**src/rtl/ptw_pkg.sv**
```systemverilog
package ptw_pkg;
    typedef enum logic [2:0] {
        ST_IDLE  = 3'd0,
        ST_XLATE = 3'd1,
        ST_READ  = 3'd2,
        ST_WRITE = 3'd3,
        ST_DONE  = 3'd4
    } walk_state_e;

    localparam int IMISS_CAUSE_DEF = 16;
    localparam int DMISS_CAUSE_DEF = 24;
endpackage

```
**src/rtl/ptw_pte_addr.sv**
```systemverilog
module ptw_pte_addr #(
    parameter int AW        = 32,
    parameter int PTE_SHIFT = 10,
    parameter int PTE_ALIGN = 2
) (
    input  logic [AW-1:0] base,
    input  logic [AW-1:0] vaddr,
    output logic [AW-1:0] pte_addr
);
    localparam logic [AW-1:0] LOW_BITS   = AW'((1 << PTE_ALIGN) - 1);
    localparam logic [AW-1:0] ALIGN_MASK = ~LOW_BITS;

    logic [AW-1:0] shifted;

    always_comb begin
        shifted  = vaddr >> PTE_SHIFT;
        pte_addr = (base | shifted) & ALIGN_MASK;
    end
endmodule

```
**src/rtl/ptw_way_ctr.sv**
```systemverilog
module ptw_way_ctr #(
    parameter int CNT_W = 8,
    parameter int WAY_W = 2
) (
    input  logic             clk,
    input  logic             rst_n,
    input  logic             advance,
    output logic [WAY_W-1:0] next_way
);
    logic [CNT_W-1:0] cnt_d, cnt_q;
    logic [CNT_W-1:0] cnt_inc;

    always_comb begin
        cnt_inc  = cnt_q + 1'b1;
        next_way = cnt_inc[WAY_W-1:0];
        cnt_d    = advance ? cnt_inc : cnt_q;
    end

    always_ff @(posedge clk) begin
        if (!rst_n) cnt_q <= '0;
        else        cnt_q <= cnt_d;
    end
endmodule

```
**src/rtl/pte_refill_walker.sv**
```systemverilog
module pte_refill_walker #(
    parameter int AW          = 32,
    parameter int DW          = 32,
    parameter int PTE_SHIFT   = 10,
    parameter int PTE_ALIGN   = 2,
    parameter int RING_LSB    = 4,
    parameter int RING_W      = 2,
    parameter int WAY_W       = 2,
    parameter int CNT_W       = 8,
    parameter int CAUSE_W     = 8,
    parameter int IMISS_CAUSE = ptw_pkg::IMISS_CAUSE_DEF,
    parameter int DMISS_CAUSE = ptw_pkg::DMISS_CAUSE_DEF
) (
    input  logic               clk,
    input  logic               rst_n,
    input  logic [AW-1:0]      pte_base,
    input  logic               miss_valid,
    input  logic [AW-1:0]      miss_vaddr,
    input  logic               miss_is_ifetch,
    input  logic               miss_probe,
    output logic               miss_ready,
    output logic               lk_req,
    output logic [AW-1:0]      lk_vaddr,
    input  logic               lk_hit,
    input  logic [AW-1:0]      lk_paddr,
    output logic               mem_rd_req,
    output logic [AW-1:0]      mem_rd_addr,
    input  logic               mem_rd_valid,
    input  logic [DW-1:0]      mem_rd_data,
    input  logic               mem_rd_err,
    output logic               tlb_wr_en,
    output logic [WAY_W-1:0]   tlb_wr_way,
    output logic [AW-1:0]      tlb_wr_vaddr,
    output logic [DW-1:0]      tlb_wr_pte,
    output logic [RING_W-1:0]  tlb_wr_ring,
    output logic               tlb_wr_ifetch,
    output logic [AW-1:0]      excvaddr,
    output logic               done,
    output logic               fault,
    output logic [CAUSE_W-1:0] fault_cause,
    output logic [DW-1:0]      rsp_pte,
    output logic [RING_W-1:0]  rsp_ring
);
    import ptw_pkg::*;

    typedef struct packed {
        walk_state_e   state;
        logic [AW-1:0] vaddr;
        logic          is_if;
        logic          probe;
        logic [AW-1:0] pte_addr;
        logic [AW-1:0] pa;
        logic [DW-1:0] pte;
        logic          fail;
        logic [AW-1:0] excv;
    } walk_regs_t;

    walk_regs_t d, q;
    logic [AW-1:0] pte_addr_calc;
    logic          way_advance;

    ptw_pte_addr #(
        .AW        (AW),
        .PTE_SHIFT (PTE_SHIFT),
        .PTE_ALIGN (PTE_ALIGN)
    ) addr_i (
        .base     (pte_base),
        .vaddr    (miss_vaddr),
        .pte_addr (pte_addr_calc)
    );

    ptw_way_ctr #(
        .CNT_W (CNT_W),
        .WAY_W (WAY_W)
    ) way_i (
        .clk      (clk),
        .rst_n    (rst_n),
        .advance  (way_advance),
        .next_way (tlb_wr_way)
    );

    always_comb begin
        d = q;
        unique case (q.state)
            ST_IDLE: begin
                if (miss_valid) begin
                    d.vaddr    = miss_vaddr;
                    d.is_if    = miss_is_ifetch;
                    d.probe    = miss_probe;
                    d.pte_addr = pte_addr_calc;
                    d.fail     = 1'b0;
                    d.state    = ST_XLATE;
                end
            end
            ST_XLATE: begin
                if (lk_hit) begin
                    d.pa    = lk_paddr;
                    d.state = ST_READ;
                end else begin
                    d.fail  = 1'b1;
                    d.state = ST_DONE;
                end
            end
            ST_READ: begin
                if (mem_rd_valid) begin
                    if (mem_rd_err) begin
                        d.fail  = 1'b1;
                        d.state = ST_DONE;
                    end else begin
                        d.pte   = mem_rd_data;
                        d.state = q.probe ? ST_DONE : ST_WRITE;
                    end
                end
            end
            ST_WRITE: begin
                d.excv  = q.vaddr;
                d.state = ST_DONE;
            end
            ST_DONE: begin
                d.state = ST_IDLE;
            end
            default: d.state = ST_IDLE;
        endcase
    end

    always_ff @(posedge clk) begin
        if (!rst_n) begin
            q <= '0;
        end else begin
            q <= d;
        end
    end

    always_comb begin
        miss_ready    = (q.state == ST_IDLE);
        lk_req        = (q.state == ST_XLATE);
        lk_vaddr      = q.pte_addr;
        mem_rd_req    = (q.state == ST_READ);
        mem_rd_addr   = q.pa;
        tlb_wr_en     = (q.state == ST_WRITE);
        way_advance   = tlb_wr_en;
        tlb_wr_vaddr  = q.vaddr;
        tlb_wr_pte    = q.pte;
        tlb_wr_ring   = q.pte[RING_LSB +: RING_W];
        tlb_wr_ifetch = q.is_if;
        excvaddr      = q.excv;
        done          = (q.state == ST_DONE);
        fault         = done && q.fail;
        fault_cause   = '0;
        if (fault) begin
            fault_cause = q.is_if ? CAUSE_W'(IMISS_CAUSE) : CAUSE_W'(DMISS_CAUSE);
        end
        rsp_pte       = q.pte;
        rsp_ring      = q.pte[RING_LSB +: RING_W];
    end
endmodule

```
**config.mk**
```make
export PLATFORM = sky130hd
export DESIGN_NAME = pte_refill_walker
export DESIGN_NICKNAME = d
export VERILOG_FILES = /design/src/rtl/ptw_pkg.sv /design/src/rtl/ptw_pte_addr.sv /design/src/rtl/ptw_way_ctr.sv /design/src/rtl/pte_refill_walker.sv
export SDC_FILE = /design/constraint.sdc
export NUM_CORES = 1
export LEC_CHECK = 0
export ABC_AREA = 1
export ABC_CLOCK_PERIOD_IN_PS = 1950
export BUFFER_PORTS_ARGS = -buffer_cell sky130_fd_sc_hd__buf_2
export CAP_MARGIN = 5
export CORE_AREA = 2 2 136 138
export DETAILED_ROUTE_END_ITERATION = 6
export DIE_AREA = 0 0 138 140
export MAX_ROUTING_LAYER = met4
export PLACE_DENSITY = 0.78
export SLEW_MARGIN = 20
export SYNTH_ARGS = -nofsm -noshare
export SYNTH_HDL_FRONTEND = slang
export SYNTH_SLANG_ARGS = --single-unit
```
**constraint.sdc**
```tcl
create_clock -name clk -period 1.95 [get_ports clk]
set_input_delay 0.0975 -clock clk [delete_from_list [all_inputs] [get_ports clk]]
set_output_delay 0.0975 -clock clk [all_outputs]
set_load 0.03 [all_outputs]
```
After elaboration in Yosys (flattened, before gate mapping)
Cells that the tools add are included.
{ "totals": {"register_bits": 172, "inputBits": 136, "output_inout_bits": 213, "wordCells": 42} }
{ "op_classes": {"add_sub_neg": 1, "eq_ne": 8, "mux": 13, "bitwise_logic": 2, "reduce_logical": 8} }
{ "op_table": {"columns": ["cell", "count"], "rows": [
  ["$mux W69", 1],
  ["$or A32 B22 Y32", 1],
  ["$mux W3", 4],
  ["$pmux W3 S4", 1],
  ["$add A8 B1 Y8 const B", 1],
  ["$eq A3 B2 Y1 const B", 2],
  ["$reduce_and A2 Y1", 3],
  ["$mux W5", 1],
  ["$reduce_and A5 Y1", 1],
  ["$mux W1", 4],
  ["$mux W4", 1],
  ["$ne A2 B1 Y1 const B", 2],
  ["$ne A2 B2 Y1 const B", 2],
  ["$eq A3 B1 Y1 const B", 1],
  ["$eq A3 B3 Y1 const B", 1],
  ["$logic_not A3 Y1", 1],
  ["$pmux W1 S3", 1],
  ["$reduce_and A3 Y1", 1],
  ["$reduce_bool A3 Y1", 1],
  ["$logic_and A1 B1 Y1", 1],
  ["$not A1 Y1", 1]
]} }

Depth between registers and ports, before layout
Gate-level depths: netlist of run 1.
{ "depth": {"depth_word": 4, "mapped_depth": 8, "ltp_nobuf": 7} }

By module
A second synthesis of run 1 with hierarchy kept.
{ "hier_totals": {"cells_unflattened": 1019, "hier_area_um2": 7908.8} }
{ "modules_own_cells": {"columns": ["mod", "n_inst", "cells_each", "area_each_um2", "seq_area_each_um2"], "rows": [
  ["pte_refill_walker", 1, 934, 7504.7, 3323.2],
  ["ptw_pte_addr", 1, 73, 319.1, 0.0],
  ["ptw_way_ctr", 1, 12, 85.1, 40.0]
]} }

Worst setup path after synthesis of run 1
Ideal clock, no wire load.
{ "synth_path": {"path_kind": "register -> output", "startpoint": "register q[163] (netlist bit)", "endpoint": "output fault_cause[4]", "arrival_time_ns": 1.563, "required_time_ns": 1.852, "path_slack_ns": 0.290, "stages_incl_launch_ff": 5, "path_buffers": 1, "cell_sequence": "dfxtp_1 > nor2_4 > inv_1 > nor3_1 > buf_4"} }
{ "synth_via": {"elab_chain_cells": 3} }
{ "synth_lines": {"columns": ["element", "line", "rtl"], "rows": [
  ["from (decl)", "pte_refill_walker.sv:58", "walk_regs_t d, q;"],
  ["from (signal assigned)", "pte_refill_walker.sv:128", "q <= '0;"],
  ["from (signal assigned)", "pte_refill_walker.sv:130", "q <= d;"],
  ["$eq A3 B3 Y1", "pte_refill_walker.sv:147", "done = (q.state == ST_DONE);"],
  ["$logic_and A1 B1 Y1", "pte_refill_walker.sv:148", "fault = done && q.fail;"],
  ["via fault", "pte_refill_walker.sv:39", "output logic fault,"],
  ["$mux W5", "pte_refill_walker.sv:150", "if (fault) begin"],
  ["to (decl)", "pte_refill_walker.sv:40", "output logic [CAUSE_W-1:0] fault_cause,"]
]} }
The timed path passes the listed nets, and every way through them passes these cells.

Worst setup path in the final report of run 1
{ "layout_path": {"startpoint": "register q[163] (netlist bit)", "endpoint": "output tlb_wr_en"} }
{ "layout_via": {"elab_chain_cells": 1} }
{ "layout_lines": {"columns": ["element", "line", "rtl"], "rows": [
  ["$eq A3 B2 Y1", "pte_refill_walker.sv:140", "tlb_wr_en = (q.state == ST_WRITE);"],
  ["to (decl)", "pte_refill_walker.sv:31", "output logic tlb_wr_en,"]
]} }
No other way between the ends.

==> flow_summary.yaml, run 1 <==
global_route:
  grt_pass1_vias: 6900
  grt_remaining_overflow: 0
  grt_max_degree: 57
  grt_usage_pct: 22.7
  grt_pass1_wl_um: 34400
  antenna_found_initial: 1
power_and_ir_drop:
  p_seq_share_pct: 43.1
  powerDensity_nw_per_um2: 870
  p_switching_mw: 2.40
  irDropWorstVdd_uv: 544
  power.leakage_nw: 4.73
  power.share.combinational_pct: 16.1
  p_sw_share_pct: 28.4
  p_int_mw: 6.05
  p_clk_share_pct: 40.8
synth:
  netlist.area_leader.share_pct: 44.4
  synth-seq-area-share_pct: 44.4
  ys_types: 29
  synth_area_leaders: "dfxtp_1, buf_4, o21ai_0"
  syn_area_um2: 7480
  netlist_instances: 932
  yosysWarnings: 0
  synth_seq_cells: 166
  synth_top_cell_by_area: "dfxtp_1"
  synth.avg_cell_area_um2: 8.03
placement:
  portBuffers: 338
  place_congestion: 0.829
  dp_cells: 1265
  dp_hpwl_um: 13000
  place_area_um2: 7820
hold_path:
  hold_path.class: "in2reg"
  hold-path-cell-count: 4
setup_path:
  slowest_stage: "dfxtp_1"
  critical_path.max_fanout: 38
  critPathMaxStageDelay_ns: 0.47
  cp_num_cells: 4
  regToRegSetupSlack_ns: 0.30
  crit_type: "reg2out"
  arrival_ns: 1.68
  r2r_cells: 6
  setup.worst_path.start_class: "flip-flop"
  crit_chain: "inv_2 -> nor2_4 -> buf_6 -> buf_2"
  critical_path_buf_inv_count: 3
  path_delay_family: "buffers and inverters"
  cp-end-kind: "output pin"
  worstPathRequired_ns: 1.85
cts:
  cts_buffers: 17
  cts_sinks: 166
  post_cts_buffers: 0
  cts_tree: "yes"
  cts.htree.levels: 4
  clk_path_buf_depth: 2
  clk_pin_slew_ns: 0.07
  clk_latency_ns: 0.42
  cts_root_buf: "clkbuf_16"
sta:
  period_needed_ns: 1.78
  fin_crit_sh_pct: 91.4
  setup_tns_ns: 0
  hold_viol: 0
  maxSlewViolCount: 0
  max_freq_mhz: 561
  rsz0062_at_grt: "false"
  fin_worst_skew_ns: 0.00902
  finalSetupViolCount: 0
routing:
  final_antenna_net_count: 0
  num_vias: 6783
  drt_iter0_markers: 302
  first_pass_iters: 5
  finalWirelength_um: 21500
  drc: 0
  wl_per_cell_um: 15.1
  avgViaCountPerCell: 4.76
floorplanning:
  initial_utilization_pct: 42.1
  die_area_um2: 19300
  rows: 49
  die_h_um: 140
  ioPinCount: 349
  coreArea_um2: 17800
  die-width_um: 138
run:
  drv_cap: 0
run_status:
  status: "complete, no violations"
layout:
  area_growth_pct: 29.7
  final_cell_mix: "buf_2, nor2_1, dfxtp_1, o21ai_0, dlygate4sd3_1"
  post-route-util_pct: 54.6
  final_common_cell: "buf_2"
  drive_above_1_share_pct: 34.4
  fin_cells: 1426
  nNetsFinal: 1319
  fin_area_um2: 9710
-- state kept, by name, summed over array words and instances (netlist names) --
name / flops
q: 5
excvaddr: 32
rsp_pte: 32
lk_vaddr: 30
mem_rd_addr: 32
tlb_wr_ifetch: 1
way_i.cnt_q: 2
tlb_wr_vaddr: 32
-- per-stage QoR --
step	total power, mW	hold slack, ns	setup WS (ns)
floorplan	4.67	0.232	0.290
global placement	4.82	0.321	0.457
detailed placement	4.84	0.328	0.397
CTS	8.51	0.0203	0.0346
global route	8.82	0.0480	0.0201
finish	8.44	0.0445	0.168
-- routing by layer --
layer	vias to the layer above	track usage [%]	wire length (um)
met3	53	6.09	1510
met5	-	-	0
met4	0	11.2	822
met2	336	40.5	11100
met1	3114	23.0	8100
li1	3280	-	-
-- cell usage after synthesis --
cell type  count
clkbuf_1      18
nand3_4        1
o21ai_0      146
xor2_1         1
clkbuf_2       6
nor3b_1        1
a21oi_1       71
nor4_1         1
inv_2          3
dfxtp_1      166
buf_4        205
buf_6          8
clkinv_2       1
a21oi_2        8
o211ai_1       1
nand3_2        1
nand4_1        1
nand2_1       34
nand2_2       10
nand3_1        3
buf_2         16
o21ai_1       10
nor2_1       175
nor2_2         1
inv_1         37
nor3_1         1
inv_4          1
conb_1         1
nor2_4         4
-- path summary, 6_finish.rpt --
check	start	to
setup reg to reg	q[163]$_SDFFE_PN0P_	lk_vaddr[9]$_SDFFE_PN0P_
hold reg to reg	lk_vaddr[16]$_SDFFE_PN0P_	lk_vaddr[16]$_SDFFE_PN0P_
hold / removal	lk_hit	q[165]$_SDFFE_PN0P_
setup / recovery	q[163]$_SDFFE_PN0P_	tlb_wr_en
-- repair_timing --
action	in CTS	in global routing
hold buffers	128	0
endpoints found under the hold margin	128	0
endpoints found under the setup margin	0	1
gates resized for setup	0	1
-- logic make-up after synthesis --
kind of cell / after synthesis / synth area share [%]
xor+xnor: 1 / 0.117
compound gates: 236 / 16.2
buf+inv: 295 / 26.3
simple gates: 233 / 12.9
other cells: 1 / 0.0501
flops: 166 / 44.4
-- area by class of cell --
class,count,area (um2)
well taps,229,287
flip-flops and latches,166,3320
diodes,1,2.50
inverters,42,161
clock buffers,19,443
repair buffers,478,3110
multi-input cells,478,2220
clock inverters,13,160
fillers,1542,8070
-- power groups by stage --
stage / logic (mW) / registers (mW) / clock network [mW]
final: 1.36 / 3.64 / 3.44
after global placement: 1.11 / 3.70 / 0
after CTS: 1.33 / 3.63 / 3.55
after detailed placement: 1.13 / 3.71 / 0
after floorplan: 0.973 / 3.70 / 0
after global routing: 1.46 / 3.66 / 3.70
-- worst reg2reg max path, stage by stage, from the launching register on --
cell     delay, ns
dfxtp_1       0.38
nor2_4        0.16
nand2_2       0.08
nor2_4        0.12
buf_4         0.39
o21ai_0       0.21
a21oi_1       0.22
Power figures use the tool's default switching activity.
==> run 2, diff against run 1 <==
- ABC_CLOCK_PERIOD_IN_PS: 1950 -> 2100
- clock period: 1.95 -> 2.1 ns (I/O delays scaled with it)
==> run 2 against run 1 <==
  * Global-route usage fell by 0.18 points
  * First-iteration DRC count rose by 12%
  * Total power is 6.5% lower
  * Sequential cell count unchanged
  * Clock power shrank 6%
  * Die area unchanged
  * Via count grew 0.18%
  * Worst hold slack got worse by 0.021 ns
  * Utilization rose by 0.15 points
  * Clock skew is 0.0039 ns lower
  * Cell count rose by 0.21%
==> flow_summary.yaml, run 2 (synthesized netlist as in run 1, its figures left out) <==
run_status:
  status: "complete, no violations"
floorplanning:
  coreArea_um2: 17800
  die-width_um: 138
  die_h_um: 140
  rows: 49
  initial_utilization_pct: 42.1
  die_area_um2: 19300
  ioPinCount: 349
routing:
  drc: 0
  final_antenna_net_count: 0
  first_pass_iters: 4
  num_vias: 6795
  drt_iter0_markers: 339
  wl_per_cell_um: 15.2
  finalWirelength_um: 21800
  avgViaCountPerCell: 4.76
setup_path:
  critPathMaxStageDelay_ns: 0.59
  cp-end-kind: "flip-flop"
  crit_chain: "nor2_4 -> nand2_2 -> nor2_4 -> buf_12 -> o21ai_0 -> dlygate4sd3_1 -> a21oi_1"
  reg2reg_to: "lk_vaddr[11]$_SDFFE_PN0P_"
  path_delay_family: "buffers and inverters"
  crit_type: "reg2reg"
  slowest_stage: "dlygate4sd3_1"
  worstPathRequired_ns: 2.45
  r2r-start: "q[163]$_SDFFE_PN0P_"
  cp_num_cells: 7
  cpMostUsedCell: "nor2_4"
  setup.worst_path.start_class: "flip-flop"
  critical_path_buf_inv_count: 2
  r2r_cells: 7
  arrival_ns: 2.30
  critical_path.max_fanout: 39
  regToRegSetupSlack_ns: 0.15
power_and_ir_drop:
  powerDensity_nw_per_um2: 811
  power_mw: 7.90
  power.leakage_nw: 4.72
  irDropWorstVdd_uv: 521
placement:
  place_congestion: 0.842
  portBuffers: 338
  dp_cells: 1262
  dp_hpwl_um: 12700
global_route:
  grt_pass1_vias: 6747
  grt_pass1_wl_um: 34200
  antenna_found_initial: 2
  grt_usage_pct: 22.5
  grt_max_degree: 92
  grt_remaining_overflow: 0
cts:
  clk_pin_slew_ns: 0.07
  clk_path_buf_depth: 2
  cts.htree.levels: 4
  post_cts_buffers: 0
  cts_tree: "yes"
  cts_root_buf: "clkbuf_16"
  clk_latency_ns: 0.42
  cts_sinks: 166
  cts_buffers: 17
sta:
  fin_crit_sh_pct: 92.7
  slew_headroom_pct: 42.8
  tightest_slew_ns: 0.858
  hold_viol: 0
  holdWs_ns: 0.0235
  fin_worst_skew_ns: 0.00514
  setup_tns_ns: 0
  maxSlewViolCount: 0
  period_needed_ns: 1.95
  rsz0062_at_grt: "false"
  max_freq_mhz: 514
  finalSetupViolCount: 0
layout:
  drive_above_1_share_pct: 34.0
  nNetsFinal: 1321
  final_cell_mix: "buf_2, nor2_1, dfxtp_1, o21ai_0, dlygate4sd3_1"
  post-route-util_pct: 54.8
  area_growth_pct: 30.1
  fin_cells: 1429
  fillers: 1551
  final_common_cell: "buf_2"
hold_path:
  hold_path.class: "in2reg"
  hold_start: "pte_base[7]"
  min_to: "lk_vaddr[7]$_SDFFE_PN0P_"
  hold-path-cell-count: 3
run:
  drv_cap: 0
## run 2: changes by cell type in the layout (fill, tap and decap cells not counted)
| cell | before | now |
|---|---|---|
| buf_4 | 9 | 7 |
| dlygate4sd3_1 | 128 | 133 |
| buf_6 | 1 | 0 |
| bufinv_16 | 2 | 3 |
| clkbuf_1 | 1 | 2 |
| inv_8 | 2 | 1 |
| clkbuf_8 | 1 | 0 |
| inv_6 | 5 | 4 |
| diode_2 | 1 | 2 |
| clkinv_4 | 3 | 0 |
| clkinv_2 | 1 | 2 |
| clkinvlp_4 | 1 | 4 |
## run 2: how the worst max path moves through the flow
stage | start | end | slack [ns]
2_1_floorplan | q[163]$_SDFFE_PN0P_ | fault_cause[4] | 0.43
3_3_place_gp | q[163]$_SDFFE_PN0P_ | tlb_wr_vaddr[17]$_SDFFE_PN0P_ | 0.44
3_5_place_dp | q[163]$_SDFFE_PN0P_ | tlb_wr_vaddr[19]$_SDFFE_PN0P_ | 0.38
4_1_cts | q[163]$_SDFFE_PN0P_ | lk_vaddr[9]$_SDFFE_PN0P_ | 0.04
5_1_grt | q[163]$_SDFFE_PN0P_ | lk_vaddr[11]$_SDFFE_PN0P_ | 0.04
6_report | q[163]$_SDFFE_PN0P_ | lk_vaddr[11]$_SDFFE_PN0P_ | 0.15
## run 2: layout make-up
cell class / count / area [um2] / share of cell area [%]
flip-flops and latches: 166 / 3320 / 34.1
repair buffers: 480 / 3130 / 32.2
multi-input cells: 478 / 2220 / 22.8
clock buffers: 19 / 433 / 4.45
well taps: 229 / 287 / 2.94
clock inverters: 13 / 171 / 1.76
inverters: 42 / 161 / 1.66
diodes: 2 / 5.00 / 0.0514
## run 2: stage by stage
stage               cell area, um2  setup slack [ns]
floorplan                     7510             0.432
global placement              7780             0.439
detailed placement            7780             0.380
CTS                           9720            0.0358
global route                  9730            0.0371
finish                        9730             0.153
## run 2: what timing repair did
action | in CTS | in global routing
gates resized for setup | 0 | 3
hold buffers | 133 | 0
setup endpoints to repair | 0 | 6
endpoints found under the hold margin | 127 | 0
## run 2: metal layers
layer | GRT usage [%] | wire (um) | share of wire, %
met1 | 24.9 | 8570 | 39
met2 | 38.6 | 10900 | 50
met3 | 5.30 | 1470 | 6.8
met4 | 10.4 | 805 | 3.7
met5 | - | 0 | 0
## run 2: power breakdown
group	internal [mW]	total [mW]	leakage, nW	switching (mW)
clock	1.89	3.25	0.283	1.35
combinational	0.493	1.27	3.08	0.774
sequential	3.30	3.38	1.35	0.0832
## run 2: worst min-delay path, stage by stage
cell,delay (ns)
buf_2,0.07
o21ai_0,0.06
a21oi_1,0.16
